<file path="src/rtl/cecrx_pkg.sv">
package cecrx_pkg;

    localparam int ADDR_W   = 4;
    localparam int NUM_LOG  = (1 << ADDR_W) - 1;
    localparam logic [ADDR_W-1:0] BCAST_ADDR = '1;

    typedef struct packed {
        logic [ADDR_W-1:0] initiator;
        logic [ADDR_W-1:0] dest;
        logic              bcast;
        logic              own_hit;
    } hdr_info_t;

    typedef struct packed {
        logic stop_rise;
        logic gen_rise;
        logic gen_long;
        logic bcast_quiet;
    } err_cfg_t;

    typedef struct packed {
        logic long_p;
        logic short_p;
        logic rise;
    } err_evt_t;

    typedef struct packed {
        logic drive;
        logic stop;
    } err_act_t;

    // Error-bit and stop decision for one cycle of error strobes.
    function automatic err_act_t err_decide(err_evt_t e, err_cfg_t c,
                                            logic bcast, logic full);
        err_act_t a;
        logic     bc_force;
        bc_force = bcast && !c.bcast_quiet;
        a.stop   = e.rise && c.stop_rise;
        a.drive  = (e.rise && c.stop_rise && (c.gen_rise || bc_force))
                 || (e.long_p && (c.gen_long || bc_force))
                 || (e.short_p && !(bcast && full));
        return a;
    endfunction

endpackage

</file>
<file path="src/rtl/cecrx_hdr_decode.sv">
module cecrx_hdr_decode
    import cecrx_pkg::*;
(
    input  logic [2*ADDR_W-1:0] hdr_byte,
    input  logic [NUM_LOG-1:0]  own_mask,
    output hdr_info_t           info
);
    logic [ADDR_W-1:0]  dest;
    logic [NUM_LOG-1:0] hit_vec;

    assign dest = hdr_byte[ADDR_W-1:0];

    for (genvar i = 0; i < NUM_LOG; i++) begin : g_match
        assign hit_vec[i] = own_mask[i] && (dest == ADDR_W'(i));
    end

    always_comb begin
        info.initiator = hdr_byte[2*ADDR_W-1:ADDR_W];
        info.dest      = dest;
        info.bcast     = (dest == BCAST_ADDR);
        info.own_hit   = |hit_vec;
    end
endmodule

</file>
<file path="src/rtl/cecrx_byte_track.sv">
module cecrx_byte_track #(
    parameter  int MAX_BYTES = 15,
    localparam int CNT_W     = $clog2(MAX_BYTES + 1)
) (
    input  logic             clk,
    input  logic             rst,
    input  logic             clear,
    input  logic             adv,
    input  logic             own,
    output logic             ack_now,
    output logic [CNT_W-1:0] cnt,
    output logic             ovr
);
    localparam logic [CNT_W-1:0] LIMIT = CNT_W'(MAX_BYTES);

    assign ack_now = adv && own && (cnt != LIMIT);

    always_ff @(posedge clk) begin
        if (rst || clear) begin
            cnt <= '0;
            ovr <= 1'b0;
        end else if (adv) begin
            if (cnt == LIMIT) ovr <= 1'b1;
            else              cnt <= cnt + 1'b1;
        end
    end

    assert_ovr_on_excess_R8: assert property (@(posedge clk) disable iff (rst)
        (adv && !clear && cnt == LIMIT) |=> ovr);
endmodule

</file>
<file path="src/rtl/cecrx_err_policy.sv">
module cecrx_err_policy
    import cecrx_pkg::*;
(
    input  err_evt_t evt,
    input  err_cfg_t cfg,
    input  logic     bcast,
    input  logic     full,
    output err_act_t act
);
    always_comb begin
        act = err_decide(evt, cfg, bcast, full);
    end
endmodule

</file>
<file path="src/rtl/cec_rx_filter.sv">
module cec_rx_filter
    import cecrx_pkg::*;
#(
    parameter  int MAX_BYTES = 15,
    localparam int CNT_W     = $clog2(MAX_BYTES + 1)
) (
    input  logic               clk,
    input  logic               rst,
    input  logic               hdr_valid,
    input  logic [7:0]         hdr_byte,
    input  logic               byte_done,
    input  logic               msg_end,
    input  logic               err_rise,
    input  logic               err_short,
    input  logic               err_long,
    input  logic [14:0]        own_mask,
    input  logic               listen_full,
    input  logic               cfg_stop_rise,
    input  logic               cfg_gen_rise,
    input  logic               cfg_gen_long,
    input  logic               cfg_bcast_quiet,
    output logic               msg_accept,
    output logic               ack_drive,
    output logic               errbit_drive,
    output logic               rx_stop,
    output logic               overrun,
    output logic [2:0]         err_flags,
    output logic [3:0]         initiator,
    output logic [CNT_W-1:0]   rx_bytes
);
    hdr_info_t dec, info_q;
    err_cfg_t  cfg;
    err_evt_t  evt;
    err_act_t  act;
    logic      active_q, accept_q, ack_q, eb_q, stop_q;
    logic [2:0] flags_q;
    logic      acc_now, adv, trk_ack;

    cecrx_hdr_decode u_dec (
        .hdr_byte (hdr_byte),
        .own_mask (own_mask),
        .info     (dec)
    );

    assign cfg = '{stop_rise: cfg_stop_rise, gen_rise: cfg_gen_rise,
                   gen_long: cfg_gen_long, bcast_quiet: cfg_bcast_quiet};
    assign evt = '{long_p: err_long, short_p: err_short, rise: err_rise};

    cecrx_err_policy u_pol (
        .evt   (evt),
        .cfg   (cfg),
        .bcast (info_q.bcast),
        .full  (listen_full),
        .act   (act)
    );

    assign acc_now = dec.bcast || dec.own_hit || listen_full;
    assign adv     = byte_done && active_q && !hdr_valid && !act.stop;

    cecrx_byte_track #(.MAX_BYTES(MAX_BYTES)) u_trk (
        .clk     (clk),
        .rst     (rst),
        .clear   (hdr_valid),
        .adv     (adv),
        .own     (info_q.own_hit),
        .ack_now (trk_ack),
        .cnt     (rx_bytes),
        .ovr     (overrun)
    );

    always_ff @(posedge clk) begin
        if (rst) begin
            info_q   <= '0;
            active_q <= 1'b0;
            accept_q <= 1'b0;
            ack_q    <= 1'b0;
            eb_q     <= 1'b0;
            stop_q   <= 1'b0;
            flags_q  <= '0;
        end else begin
            ack_q  <= 1'b0;
            eb_q   <= 1'b0;
            stop_q <= 1'b0;
            if (hdr_valid) begin
                info_q   <= dec;
                accept_q <= acc_now;
                active_q <= acc_now;
                ack_q    <= dec.own_hit;
                flags_q  <= '0;
            end else if (active_q) begin
                eb_q    <= act.drive;
                stop_q  <= act.stop;
                ack_q   <= trk_ack;
                flags_q <= flags_q | {err_long, err_short, err_rise};
                if (act.stop || msg_end) begin
                    active_q <= 1'b0;
                    accept_q <= 1'b0;
                end
            end
        end
    end

    assign msg_accept   = accept_q;
    assign ack_drive    = ack_q;
    assign errbit_drive = eb_q;
    assign rx_stop      = stop_q;
    assign err_flags    = flags_q;
    assign initiator    = info_q.initiator;

    // Broadcast traffic is never acknowledged.
    assert_bcast_no_ack_R5: assert property (@(posedge clk) disable iff (rst)
        ack_q |-> !info_q.bcast);
    // The byte that causes overrun is not acknowledged.
    assert_overrun_no_ack_R8: assert property (@(posedge clk) disable iff (rst)
        $rose(overrun) |-> !ack_q);
    // A stop pulse always coincides with loss of acceptance.
    assert_stop_drops_accept_R9: assert property (@(posedge clk) disable iff (rst)
        stop_q |-> !accept_q);
    // Error bits only answer errors inside an active message.
    assert_errbit_in_msg_R4: assert property (@(posedge clk) disable iff (rst)
        eb_q |-> $past(active_q));
    // A pure rising-edge error bit needs the stop option.
    assert_rise_gate_R9: assert property (@(posedge clk) disable iff (rst)
        (eb_q && !$past(err_long) && !$past(err_short)) |-> $past(cfg_stop_rise));
endmodule

</file>
<file path="config.mk">
export PLATFORM = sky130hd
export DESIGN_NAME = cec_rx_filter
export DESIGN_NICKNAME = d
export VERILOG_FILES = /design/src/rtl/cecrx_pkg.sv /design/src/rtl/cecrx_hdr_decode.sv /design/src/rtl/cecrx_byte_track.sv /design/src/rtl/cecrx_err_policy.sv /design/src/rtl/cec_rx_filter.sv
export SDC_FILE = /design/constraint.sdc
export NUM_CORES = 1
export LEC_CHECK = 0
export BUFFER_PORTS_ARGS = -buffer_cell sky130_fd_sc_hd__buf_2
export CAP_MARGIN = 20
export CORE_MARGIN = 1
export CORE_UTILIZATION = 43
export DETAILED_ROUTE_END_ITERATION = 10
export GPL_TIMING_DRIVEN = 0
export HOLD_SLACK_MARGIN = 0.12
export PLACE_DENSITY = 0.85
export SETUP_SLACK_MARGIN = 0.5
export SLEW_MARGIN = 30
export SYNTH_ARGS = -nofsm -noshare
export SYNTH_HDL_FRONTEND = slang
export SYNTH_SLANG_ARGS = --single-unit
</file>
<file path="constraint.sdc">
create_clock -name clk -period 1.85 [get_ports clk]
set_clock_uncertainty 0.15 [all_clocks]
set_input_delay 0.2775 -clock clk [delete_from_list [all_inputs] [get_ports clk]]
set_output_delay 0.2775 -clock clk [all_outputs]
set_load 0.01 [all_outputs]
</file>
; Yosys cells after proc, flatten, opt, wreduce, memory -nomap -nowiden
; Cells that the tools add are included.
; W data, S select, Z words.
[totals]
register_bits = 19
latch_bits = 0
mem_bits_rw = 0
mem_bits_ro = 0
inputBits = 36
out_inout_bits = 16
elab_cells = 87
mem_count = 0
[classes]
addsub = 1
multipliers = 0
div_mod_pow = 0
magnitude_cmp = 0
eq_ne = 17
shifts = 0
n_mux = 8
n_bitwise = 3
reduce_logical = 47
[ops]
columns = op, n
row1 = $eq A4 B4 Y1 const B, 9
row2 = $logic_and A1 B1 Y1, 26
row3 = $eq A4 B3 Y1 const B, 4
row4 = $reduce_or A15 Y1, 1
row5 = $eq A4 B2 Y1 const B, 2
row6 = $logic_or A1 B1 Y1, 8
row7 = $mux W1, 8
row8 = $reduce_and A2 Y1, 3
row9 = $add A4 B1 Y4 const B, 1
row10 = $eq A4 B1 Y1 const B, 1
row11 = $logic_not A1 Y1, 4
row12 = $logic_not A4 Y1, 1
row13 = $ne A4 B4 Y1 const B, 1
row14 = $reduce_bool A2 Y1, 2
row15 = $or A3 B3 Y3, 1
row16 = $reduce_or A3 Y1, 1
row17 = $not A1 Y1, 2
row18 = $reduce_or A2 Y1, 1

; Depth between registers and ports, before layout
; Gate-level depths: netlist of run 1.
[logic_depth]
word_depth = 7
depth_mapped = 5
mapped_depth_nobuf = 5

; By module
; A second synthesis of run 1 with hierarchy kept.
[unflattened]
hier_cells = 104
hier_area_um2 = 1013.5
[by_module_without_submodules]
columns = mod, n_inst, cells_per_inst, area_per_inst_um2, seq_area_each_um2
row1 = cec_rx_filter, 1, 52, 536.8, 280.3
row2 = cecrx_byte_track, 1, 26, 234.0, 100.1
row3 = cecrx_hdr_decode, 1, 19, 205.2, 0.0
row4 = cecrx_err_policy, 1, 7, 37.5, 0.0

; Least setup slack after synthesis of run 1
; No wires, ideal clock.
[synth_timing]
path_type = input to register
startpoint = input port hdr_byte[1]
endpoint = register active_q
setup_ps = 139
arrival_time_ps = 1189
t_required_ps = 1561
slack_ps = 373
cell_stages = 4
path_buffers = 1
path_cell_list = buf_6 > mux4_2 > o211ai_2 > a41oi_1
[synth_between]
elab_chain_len = 6
word_cells_on_any_way = 35
cone_classes = eq/ne (15) / mux (1) / reduce/logical (19)
[synth_rtl]
columns = item, line_no
row1 = from (decl), cec_rx_filter.sv:10  ; input logic [7:0] hdr_byte,
row2 = $eq A4 B1 Y1 (tied with other cells), cecrx_hdr_decode.sv:14  ; assign hit_vec[i] = own_mask[i] && (dest == ADDR_W'(i));
row3 = $logic_and A1 B1 Y1, cecrx_hdr_decode.sv:14
row4 = $reduce_or A15 Y1, cecrx_hdr_decode.sv:21  ; info.own_hit = |hit_vec;
row5 = $logic_or A1 B1 Y1 * (2 in a row), cec_rx_filter.sv:57  ; assign acc_now = dec.bcast || dec.own_hit || listen_full;
row6 = $mux W1 *, cec_rx_filter.sv:84  ; if (hdr_valid) begin
row7 = to (signal assigned), cec_rx_filter.sv:87  ; active_q <= acc_now;
row8 = to (decl), cec_rx_filter.sv:35  ; logic active_q, accept_q, ack_q, eb_q, stop_q;
; Mark *: on every way between the ends. The rest lies on a longest branch, timed or not.
; A chain may end at the register's enable or synchronous reset.

; Final worst setup path of run 1
[layout_timing]
startpoint = register u_trk.cnt[1]
endpoint = register u_trk.cnt[3]
[layout_between]
elab_chain_len = 3
word_cells_on_any_way = 4
cone_classes = add/sub (1) / eq/ne (1) / bitwise (1) / reduce/logical (1)
[layout_rtl]
columns = item, line_no
row1 = from (decl), cecrx_byte_track.sv:11  ; output logic [CNT_W-1:0] cnt,
row2 = from (signal assigned), cecrx_byte_track.sv:24  ; else cnt <= cnt + 1'b1;
row3 = "parallel branches: the longest is 3 deep, another holds $add A4 B1 Y4", -
; Several ways; the timed one is not identified.

==> flow_summary.ini, run 1 <==
[clocking]
cts_num_sinks = 19
clk_path_buf_depth = 2
clock_latency_ns = 0.30
ctsHtreeMaxLevel = 1
cts_tree = built
cts_buffers = 3
clkTransAtPathRegs_ns = 0.10
ctsRootBufferMaster = clkbuf_4

[pwr]
power_frac_seq_pct = 53.6
power-per-cell-area_nw_per_um2 = 577
max-vdd-ir-drop_uv = 407
power_frac_clock_pct = 26.2
swShare_pct = 25.9
p_leak_nw = 0.635
cellInternalPower_w = 0.000596
combinationalPowerShare_pct = 20.1
switchingPower_w = 0.000208

[yosys]
synthAdderAreaFrac_pct = 1.34
synthTopCellsByArea = dfxtp_1 41%, mux2i_1 12%, nor2_1 5.6%
synth.net_count = 135
yosys_warnings = 0
ys.flop_type = dfxtp_1
synth_edf_count = 0
netlist_instances = 98
synthXorXnorAreaFrac_pct = 0.940
synth_top_family_by_area = simple AND/OR/NAND/NOR gates
ys_ff_latch = 19
synth.most_common_cell = dfxtp_1
synthArstFlopShare_pct = 0
synthTopCellsByCount = 19 x dfxtp_1, 14 x nor2_1, 11 x mux2i_1
avgSynthCellArea_um2 = 9.51
synthDistinctLibCells = 35
ys_seq_area_share_pct = 40.8
synthMuxAreaShare_pct = 14.2
synth_area_um2 = 932
synth_compound_area_share_pct = 14.5
synth_top_area_share_pct = 40.8
synth-simple-area-share_pct = 24.2
synth.largest_area_cell = dfxtp_1

[placed_design]
gp_congestion = 0.762
numPortBuffers = 50
dpl.hpwl_um = 1850
place_area_um2 = 1240

[die]
core_um2 = 2000
ios = 52
die_w_um = 48.6
die_h_um = 48.6
fp-row-count = 16
start_util_pct = 46.6
dieArea_um2 = 2360

[timing]
setup_viol = 0
worstMarginPinSlew_ns = 0.370
period_needed_ns = 1.42
hold_viol = 0
final.setup.tns_ns = 0
timing.final.crit_share_pct = 76.5
max_freq_ghz = 0.706
slew_headroom_pct = 75.3
rsz0062_at_grt = yes
drv_slew = 0

[grt]
grt_max_degree = 11
grt_usage_pct = 24.3
grt_pass1_wl_um = 4400
antenna_found_initial = 0
grt_pass1_vias = 1030
grt_overflow = 0

[worst_setup_path]
critical-path-top-delay-family = simple AND/OR/NAND/NOR gates
path_max_fanout = 3
critPathLaunchType = flop
slowest_delay_ns = 0.37
cp.arrival_ns = 1.51
cp_slowest_cell = dfxtp_4
path_class = reg2reg
cp-end-kind = flop
path_buf_inv = 0
cp.required_ns = 1.94
path_cells = ha_4, nand3_2, nand4_1, or3_1, a21oi_2

[drt]
drc_errors = 0
ant_nets = 0
drtIter0Drc = 16
routedWlPerCell_um = 12.9
via_per_inst = 5.25
first_pass_iters = 4
vias = 998
wl_um = 2460

[finish]
n_antenna_cell = 0
final_nets = 201
area_growth_pct = 49.5
design_area_um2 = 1390
drive_gt1_share_pct = 46.0

[status]
status = completed

[job]
drv_cap = 0

[worst_hold_path]
hold_class = in2reg
==> kinds of logic after synthesis <==
kind of cell,count (synthesis)
AOI/OAI and AO/OA,20
xor gates and xnor gates,1
adders and majority gates,1
buffers and inverters,5
DFF,19
muxes,12
and+or+nand+nor,40
==> tightest hold or removal path, cell delays in order <==
cell and delay (ns):
buf_2 0.09, nand2_1 0.05, nand2_1 0.05, a31oi_1 0.07
==> per-stage QoR <==
stage | total power [W] | cells | hold slack [ns] | util [%] | worst slack (ns)
after global placement | 0.000580 | 175 | 0.297 | 62.1 | 0.340
final | 0.000804 | 190 | 0.122 | 69.6 | 0.435
after global routing | 0.000849 | 190 | 0.140 | 69.6 | 0.368
after CTS | 0.000804 | 187 | 0.124 | 67.8 | 0.473
after detailed placement | 0.000587 | 175 | 0.300 | 62.1 | 0.332
after floorplan | 0.000520 | 98 | 0.272 | - | 0.388
==> power groups by stage <==
| stage | Sequential [W] | Clock, W | Combinational [W] |
|---|---|---|---|
| 5_1_grt | 0.000433 | 0.000238 | 0.000178 |
| 3_5_place_dp | 0.000442 | 0 | 0.000145 |
| 4_1_cts | 0.000432 | 0.000213 | 0.000158 |
| 3_3_place_gp | 0.000441 | 0 | 0.000139 |
| 6_report | 0.000431 | 0.000211 | 0.000162 |
| 2_1_floorplan | 0.000446 | 0 | 0.0000732 |
==> worst paths after layout <==
kind                  endpoint  depth (start not counted)    startpoint  slack [ns]
setup / recovery  u_trk.cnt[3]                          5  u_trk.cnt[1]        0.43
hold / removal    errbit_drive                          4   listen_full        0.12
setup reg to reg  u_trk.cnt[3]                          5  u_trk.cnt[1]        0.43
hold reg to reg   err_flags[0]                          2  err_flags[0]        0.33
==> sequential cells by signal, indices dropped and copies added, names as in the netlist, 2 cells and up <==
| signal | flops |
|---|---|
| initiator | 4 |
| u_trk.cnt | 4 |
| err_flags | 3 |
| info_q | 2 |
==> area by class of cell <==
class                      instances  area (um2)
tap                               27        33.8
sequential                        19         393
buffer                             4        42.5
fill                             164         608
timing repair buffer              61         357
inverter                           1        3.75
multi-input combinational         74         538
clock buffer                       4        26.3
==> timing repair <==
action                                 CTS  global route
gates resized for setup                  5             4
setup buffers                            1             3
setup endpoints to repair                4             6
pin swaps                                3             2
hold buffers                             7             0
endpoints found under the hold margin    8             0
==> metal layers <==
| metal | track usage (%) | share of wire, % |
|---|---|---|
| met5 | 0 | 0 |
| met4 | 11.3 | 2.2 |
| met3 | 5.03 | 3.9 |
| met2 | 46.2 | 52 |
| met1 | 25.2 | 42 |
==> cell usage in the layout, fill, tap and decap left out, types with 2 or more instances in the layout <==
master,count
nand4_1,2
buf_4,4
nand3_1,2
clkbuf_4,3
buf_2,50
a31oi_1,3
nor2_1,14
dlygate4sd3_1,7
nand3b_1,3
mux2i_1,11
dfxtp_4,3
dfxtp_1,15
nor2b_1,2
a41oi_1,3
nand2b_1,2
o21ai_0,5
clkbuf_1,2
a21oi_1,4
nand2_1,4
(Power assumes the default switching activity.)
==> run 2: changes to the inputs <==
ABC_AREA = 1   (was unset)
CORE_UTILIZATION = 40   (was 43)
PLACE_DENSITY = 0.82   (was 0.85)
clock period = 1.16 ns   (was 1.85 ns; I/O delays follow)
==> flow_summary.ini, run 2 <==
[grt]
top_usage_layer = met2
grt_use_met1_pct = 23.4
grt_overflow = 0
grt_pass1_wl_um = 4550
antenna_found_initial = 0
grt_usage_pct = 23.3
grt_pass1_vias = 1087
met3_usage_pct = 2.05
grtUsageMet2_pct = 45.3
grt_max_degree = 12

[worst_setup_path]
critPathLaunchType = flop
slowest_delay_ns = 0.37
cp.required_ns = 1.24
critical-path-top-delay-family = flip-flops
path_max_fanout = 7
cp-end-kind = flop
path_class = reg2reg
cp_slowest_cell = dfxtp_4
path_buf_inv = 1
path_cells = ha_4, inv_4, o21ai_4, or2_0, a21oi_1
cp.arrival_ns = 1.37

[yosys]
synthTopCellsByArea = dfxtp_1 38%, nand2_1 11%, nand3_1 9.5%
yosys_warnings = 0
synthArstFlopShare_pct = 0
synth_top_area_share_pct = 38.2
avgSynthCellArea_um2 = 7.11
synth.largest_area_cell = dfxtp_1
synthDistinctLibCells = 25
synth_edf_count = 0
synth.net_count = 177
synth.most_common_cell = nand2_1
netlist_instances = 140
ys_ff_latch = 19
ys.flop_type = dfxtp_1
synth_area_um2 = 996
synthTopCellsByCount = 29 x nand2_1, 19 x dfxtp_1, 19 x nand3_1
ys_seq_area_share_pct = 38.2

[drt]
vias = 1207
wl_um = 3240
ant_nets = 0
drc_errors = 0
drtIter0Drc = 9
via_per_inst = 5.07
routedWlPerCell_um = 13.6
first_pass_iters = 4

[timing]
period_needed_ns = 1.30
hold-worst-slack_ns = -0.0726
drv_slew = 0
hold_viol = 7
slew_headroom_pct = 69.1
final.setup.tns_ns = -0.854
timing.final.crit_share_pct = 112
fin_ws_ns = -0.137
setup_viol = 9
worstMarginPinSlew_ns = 0.458
max_freq_ghz = 0.771
rsz0062_at_grt = yes

[die]
ios = 52
die_w_um = 51.9
fp-row-count = 17
die_h_um = 51.9
start_util_pct = 43.8
core_um2 = 2280
dieArea_um2 = 2690

[pwr]
power-per-cell-area_nw_per_um2 = 811
power_frac_seq_pct = 49.1
cellInternalPower_w = 0.000992
switchingPower_w = 0.000426
swShare_pct = 30.1
max-vdd-ir-drop_uv = 583
power_frac_clock_pct = 24.4
combinationalPowerShare_pct = 26.5
p_leak_nw = 0.851

[finish]
final_nets = 248
multiInputGateArea_um2 = 634
layout_common_cells = 34 x buf_2, 24 x nand2_1, 19 x buf_6
area_growth_pct = 75.5
layout_commonest_cell = buf_2
final_util_pct = 76.8
drive_gt1_share_pct = 62.9
nFillCells = 163
ff_latch_area_um2 = 412
n_antenna_cell = 0

[clocking]
clkTransAtPathRegs_ns = 0.12
cts_tree = built
clock_latency_ns = 0.31
cts_num_sinks = 19
clk_path_buf_depth = 2
ctsHtreeMaxLevel = 1
cts_buffers = 3
ctsRootBufferMaster = clkbuf_4

[job]
drv_cap = 0

[placed_design]
numPortBuffers = 48
dpl.hpwl_um = 1970
gp_congestion = 0.760
pre_cts_ws_ns = -0.148

[status]
status = finished, violations left
violations = negative hold slack, negative setup slack

[worst_hold_path]
hold_class = in2reg
-- run 2: cell count changes after synthesis, moves of 4 or more --
cell and change:
mux2i_1 -11, nor2_1 +4, a21oi_1 +5, nand2_1 +25
inv_1 +14, nand3_1 +16
-- run 2: worst reg2reg max path, stage by stage, from the launching register on --
cell     delay [ns]
dfxtp_4        0.37
ha_4           0.16
inv_4          0.07
o21ai_4        0.08
or2_0          0.22
a21oi_1        0.16
-- run 2: power groups by stage --
stage               sequential (W)  combinational [W]  clock [W]
floorplan                 0.000715           0.000150          0
global placement          0.000707           0.000252          0
detailed placement        0.000708           0.000262          0
CTS                       0.000696           0.000325   0.000339
global route              0.000700           0.000402   0.000380
finish                    0.000696           0.000375   0.000346
-- run 2: kinds of logic after synthesis --
family / count (synthesis) / share of synthesized area [%]
compound gates: 22 / 13.3
buf+inv: 23 / 11.7
fa+ha+maj: 1 / 1.26
flops: 19 / 38.2
simple gates: 75 / 35.6
-- run 2: final timing paths --
path | start | endpoint | slack, ns | cells after the start
worst max-delay path | u_trk.cnt[0] | ack_drive | -0.14 | 5
worst min-delay path | hdr_byte[7] | initiator[3] | -0.07 | 3
worst max register to register | u_trk.cnt[0] | ack_drive | -0.14 | 5
worst min register to register | u_trk.cnt[3] | u_trk.cnt[3] | 0.30 | 1
-- run 2: per-stage QoR --
| step | cell area [um2] | total power (W) | std cells |
|---|---|---|---|
| finish | 1750 | 0.00142 | 238 |
| global route | 1750 | 0.00148 | 238 |
| CTS | 1630 | 0.00136 | 229 |
| detailed placement | 1360 | 0.000971 | 216 |
| global placement | 1360 | 0.000959 | 216 |
| floorplan | 1090 | 0.000865 | 140 |
-- run 2: routing by layer --
metal / routed length (um) / part of all wire (%) / vias up
li1: - / - / 593
met1: 1240 / 38 / 548
met2: 1710 / 53 / 53
met3: 167 / 5.2 / 13
met4: 128 / 4.0 / 0
met5: 0 / 0 / -
-- run 2: what timing repair did --
action                     4_1_cts  5_1_grt
setup endpoints to repair       35       35
gates resized for setup         41       15
setup buffers                    9        9
pin swaps                       23       14
hold endpoints to repair        19       17
-- run 2: layout make-up --
cell class | count | area share [%]
multi-input cells | 98 | 36.3
clock inverters | 1 | 0.286
flip-flops and latches | 19 | 23.6
inverters | 20 | 5.58
well taps | 28 | 2.00
clock buffers | 3 | 1.29
repair buffers | 66 | 27.6
plain buffers | 3 | 3.44
